===== config.mk =====
export PLATFORM = sky130hd
export DESIGN_NAME = i2c_evt_irq
export DESIGN_NICKNAME = d
export VERILOG_FILES = /design/src/rtl/i2c_evt_irq.sv
export SDC_FILE = /design/constraint.sdc
export NUM_CORES = 1
export LEC_CHECK = 0
export BUFFER_PORTS_ARGS = -buffer_cell sky130_fd_sc_hd__buf_2
export CAP_MARGIN = 25
export CELL_PAD_IN_SITES_DETAIL_PLACEMENT = 0
export CELL_PAD_IN_SITES_GLOBAL_PLACEMENT = 1
export CORE_AREA = 8 8 56 58
export DETAILED_ROUTE_END_ITERATION = 10
export DIE_AREA = 0 0 64 66
export GPL_TIMING_DRIVEN = 0
export PLACE_DENSITY = 0.83
export SYNTH_ARGS = -nofsm -noshare
export SYNTH_HDL_FRONTEND = slang
export SYNTH_SLANG_ARGS = --single-unit
export TNS_END_PERCENT = 1

===== constraint.sdc =====
create_clock -name clk -period 1.05 [get_ports clk]
set_clock_uncertainty 0.05 [all_clocks]
set_input_delay 0.105 -clock clk [delete_from_list [all_inputs] [get_ports clk]]
set_output_delay 0.105 -clock clk [all_outputs]
set_load 0.05 [all_outputs]

===== src/rtl/i2c_evt_irq.sv =====
module i2c_evt_irq #(
  parameter int CNT_W = 8
) (
  input  logic             clk,
  input  logic             rst,
  input  logic             ev_rx_full,
  input  logic             ev_tx_empty,
  input  logic             ev_stop,
  input  logic             ev_reload,
  input  logic             ev_done,
  input  logic             ev_addr_hit,
  input  logic             ev_nack,
  input  logic             rd_rxdata,
  input  logic             wr_txdata,
  input  logic             wr_ctl2,
  input  logic [CNT_W-1:0] ctl2_count,
  input  logic             ctl2_start,
  input  logic             ctl2_stop,
  input  logic             wr_clear,
  input  logic [2:0]       clear_bits,
  input  logic             wr_enable,
  input  logic [5:0]       enable_bits,
  output logic [6:0]       flags,
  output logic [5:0]       irq_en,
  output logic             irq
);

  logic [6:0] set_v, clr_v, gate_v;

  assign set_v = {ev_nack, ev_addr_hit, ev_done, ev_reload,
                  ev_stop, ev_tx_empty, ev_rx_full};

  assign clr_v[0] = rd_rxdata;
  assign clr_v[1] = wr_txdata;
  assign clr_v[2] = wr_clear & clear_bits[0];
  assign clr_v[3] = wr_ctl2 & (ctl2_count != '0);
  assign clr_v[4] = wr_ctl2 & (ctl2_start | ctl2_stop);
  assign clr_v[5] = wr_clear & clear_bits[1];
  assign clr_v[6] = wr_clear & clear_bits[2];

  always_ff @(posedge clk) begin
    if (rst) begin
      flags  <= '0;
      irq_en <= '0;
    end else begin
      flags <= set_v | (flags & ~clr_v);
      if (wr_enable) irq_en <= enable_bits;
    end
  end

  assign gate_v = {irq_en[5], irq_en[4], irq_en[3], irq_en[3],
                   irq_en[2], irq_en[1], irq_en[0]};
  assign irq = |(flags & gate_v);

  a_r7_set_wins: assert property (@(posedge clk) disable iff (rst)
    (set_v != '0) |=> ((flags & $past(set_v)) == $past(set_v)));

  a_r2_rx_hold: assert property (@(posedge clk) disable iff (rst)
    (flags[0] && !rd_rxdata) |=> flags[0]);

  a_r3_tx_hold: assert property (@(posedge clk) disable iff (rst)
    (flags[1] && !wr_txdata) |=> flags[1]);

  a_r5_reload_hold: assert property (@(posedge clk) disable iff (rst)
    (flags[3] && !(wr_ctl2 && ctl2_count != '0)) |=> flags[3]);

  a_r6_done_hold: assert property (@(posedge clk) disable iff (rst)
    (flags[4] && !(wr_ctl2 && (ctl2_start || ctl2_stop))) |=> flags[4]);

  a_r4_addr_hold: assert property (@(posedge clk) disable iff (rst)
    (flags[5] && !(wr_clear && clear_bits[1])) |=> flags[5]);

  a_r8_en_stable: assert property (@(posedge clk) disable iff (rst)
    !wr_enable |=> $stable(irq_en));

endmodule


==> results_dict.tcl <==
set metrics [dict create \
    outcome "finished with violations" \
    violations "negative setup slack" \
    h-tree-depth 1 \
    rsz0062_at_grt "yes" \
    grt_usage 0.0888 \
    period_share 1.37 \
    clockPowerShare 0.243 \
    drc_errors 0 \
    detailroute.via_count 606 \
    cp.arrival_ns 1.28 \
    cts_num_sinks 13 \
    hold_viol_final 0 \
    coreArea_mm2 0.00232 \
    avgSynthCellArea_um2 9.21 \
    cts_setup_buffers 0 \
    utilization 0.401 \
    max_freq_ghz 0.697 \
    synth_nets 88 \
    grt_pass1_wl_mm 2.97 \
    yosys_warnings 0 \
    worst_pin_slew_ns 0.351 \
    synth-seq-area-share 0.514 \
    layout_setup_ws_ns -0.384 \
    io_pins 47 \
    initial_core_util 0.218 \
    max_cap_violations 0 \
    clk_latency_ns 0.26 \
    required_ns 0.89 \
    port-buffer-count 45 \
    crit_path_end_kind "output pin" \
    antenna_found_initial 0 \
    ys_ff_latch 13 \
    cts_tree "yes" \
    cts_buffers 3 \
    p_sw_w 0.000380 \
    finalCriticalPeriod_ns 1.43 \
    synth.top_cell.area_share 0.514 \
    yosys.area.top_type "dfxtp_1" \
    cts-root-buf "clkbuf_4" \
    dieHeight_um 66 \
    synth_cell_types 14 \
    min_path_cells 3 \
    switching_share 0.318 \
    cts_buffer_depth 2 \
    vdd.ir_drop.worst_mv 0.671 \
    hp-class "in2reg" \
    fp.dieW_um 64 \
    start_kind "flop" \
    power_leakage_nw 0.469 \
    critical_path_class "reg2out" \
    crit_fanout 3 \
    placed_cells 130 \
    setup_viol 1 \
    p_int_w 0.000818 \
    grt_pass1_vias 698 \
    setup_tns_ns -0.384 \
    via_per_inst 4.30 \
    setup.worst_path.start "irq_en[2]" \
    synthCells 55 \
    ant_nets 0 \
    routed_wl_mm 1.79 \
    grt_max_degree 11 \
    relSlewSlack 0.766 \
    timing.rr.start "irq_en[5]" \
    area_growth_pct 83.7 \
    drive_above_1_share 0.559 \
    final_cells 141 \
    placementRows 18 \
    drv_slew 0 \
    pwr-share-comb 0.295 \
    power.density_mw_per_mm2 1290 \
    nets 145 \
    antenna_cells 0 \
    dr.first_iter.drc_count 7 \
    seq_power_share 0.462 \
    drt-pass1-iter-count 4 \
    clk_pin_slew_ns 0.07 \
    synthTopCellsByArea "dfxtp_1, mux2i_1, nor2_1" \
    hold_path_startpoint "enable_bits[2]" \
    syn_area_um2 507 \
    dieArea_mm2 0.00422 \
    dp_hpwl_mm 1.44 \
    wl_per_cell_um 12.7 \
    routabilityCongestion 0.678 \
    r2r_cells 2 \
    grt_overflow 0 \
]
flip-flops by register name, indices dropped and copies added, names as in the netlist:
register and flops:
flags 7, irq_en 6
cells by family after synthesis:
| kind of cell | synth area share |
|---|---|
| AND/OR/NAND/NOR | 0.210 |
| AO/OA/AOI/OAI | 0.123 |
| flip-flops | 0.514 |
| buffers and inverters | 0.0346 |
| multiplexers | 0.119 |
placed cells by master (no fill, tap or decap):
cell and count:
dlygate4sd3_1 7, clkbuf_1 1, nand2_1 3, clkbuf_4 8
nor2_1 13, buf_4 3, mux2i_1 6, nor4_2 2
a222oi_1 1, dfxtp_1 5, a21oi_1 7, dfxtp_2 6
nor3_2 1, nand3_2 1, buf_2 35, nand2b_1 1
dfxtp_4 2, buf_6 4, inv_1 2, o21ai_0 2
a22oi_1 1
worst max-delay path: stages (launching register included):
cell	delay, ns
dfxtp_4	0.35
a222oi_1	0.39
nand3_2	0.12
buf_6	0.16
path summary, 6_finish.rpt:
kind,end,slack [ns]
worst max register to register,irq_en[5],0.36
worst min-delay path,irq_en[2],0.03
worst max-delay path,irq,-0.38
worst min register to register,flags[4],0.45
area by class of cell:
| cell class | instances | area [um^2] |
|---|---|---|
| Fill cell | 252 | 1390 |
| Multi-Input combinational cell | 38 | 234 |
| Sequential cell | 13 | 275 |
| Timing Repair Buffer | 52 | 340 |
| Buffer | 2 | 10.0 |
| Clock buffer | 4 | 26.3 |
| Tap cell | 30 | 37.5 |
| Inverter | 2 | 7.51 |
metal layers:
metal,track usage,up-vias,wire (um)
met1,0.0919,269,667
li1,-,302,-
met2,0.138,33,862
met3,0.0576,2,251
met4,0.0418,0,12
met5,0,-,0
per-stage QoR:
| stage | power, W | setup WS, ns | hold WS [ns] | area [um^2] |
|---|---|---|---|---|
| 2_1_floorplan | 0.000756 | -0.177 | 0.125 | 527 |
| 3_3_place_gp | 0.000868 | -0.168 | 0.261 | 790 |
| 3_5_place_dp | 0.000873 | -0.168 | 0.269 | 790 |
| 4_1_cts | 0.00122 | -0.443 | 0.0102 | 907 |
| 5_1_grt | 0.00128 | -0.481 | 0.0234 | 931 |
| 6_report | 0.00120 | -0.384 | 0.0251 | 931 |
power by group through the flow:
| stage | registers (W) | logic, W | clock network [W] |
|---|---|---|---|
| floorplan | 0.000671 | 0.0000851 | 0 |
| global placement | 0.000561 | 0.000307 | 0 |
| detailed placement | 0.000563 | 0.000310 | 0 |
| CTS | 0.000552 | 0.000347 | 0.000320 |
| global route | 0.000559 | 0.000381 | 0.000336 |
| finish | 0.000553 | 0.000354 | 0.000291 |
cell usage after synthesis:
cell,instances
nor4_2,2
nor2_1,13
nand2b_1,1
inv_1,2
nand3_1,1
nand2_1,3
a21oi_1,7
mux2i_1,6
a22oi_1,1
a222oi_1,1
buf_2,2
nor3_2,1
o21ai_0,2
dfxtp_1,13
repair_timing:
action                                 4_1_cts  5_1_grt
endpoints found under the hold margin        8        0
setup endpoints to repair                    8       10
hold buffers                                 7        0
gates resized for setup                      8        8
pin swaps                                    1        1
Power figures use the tool's default switching activity.
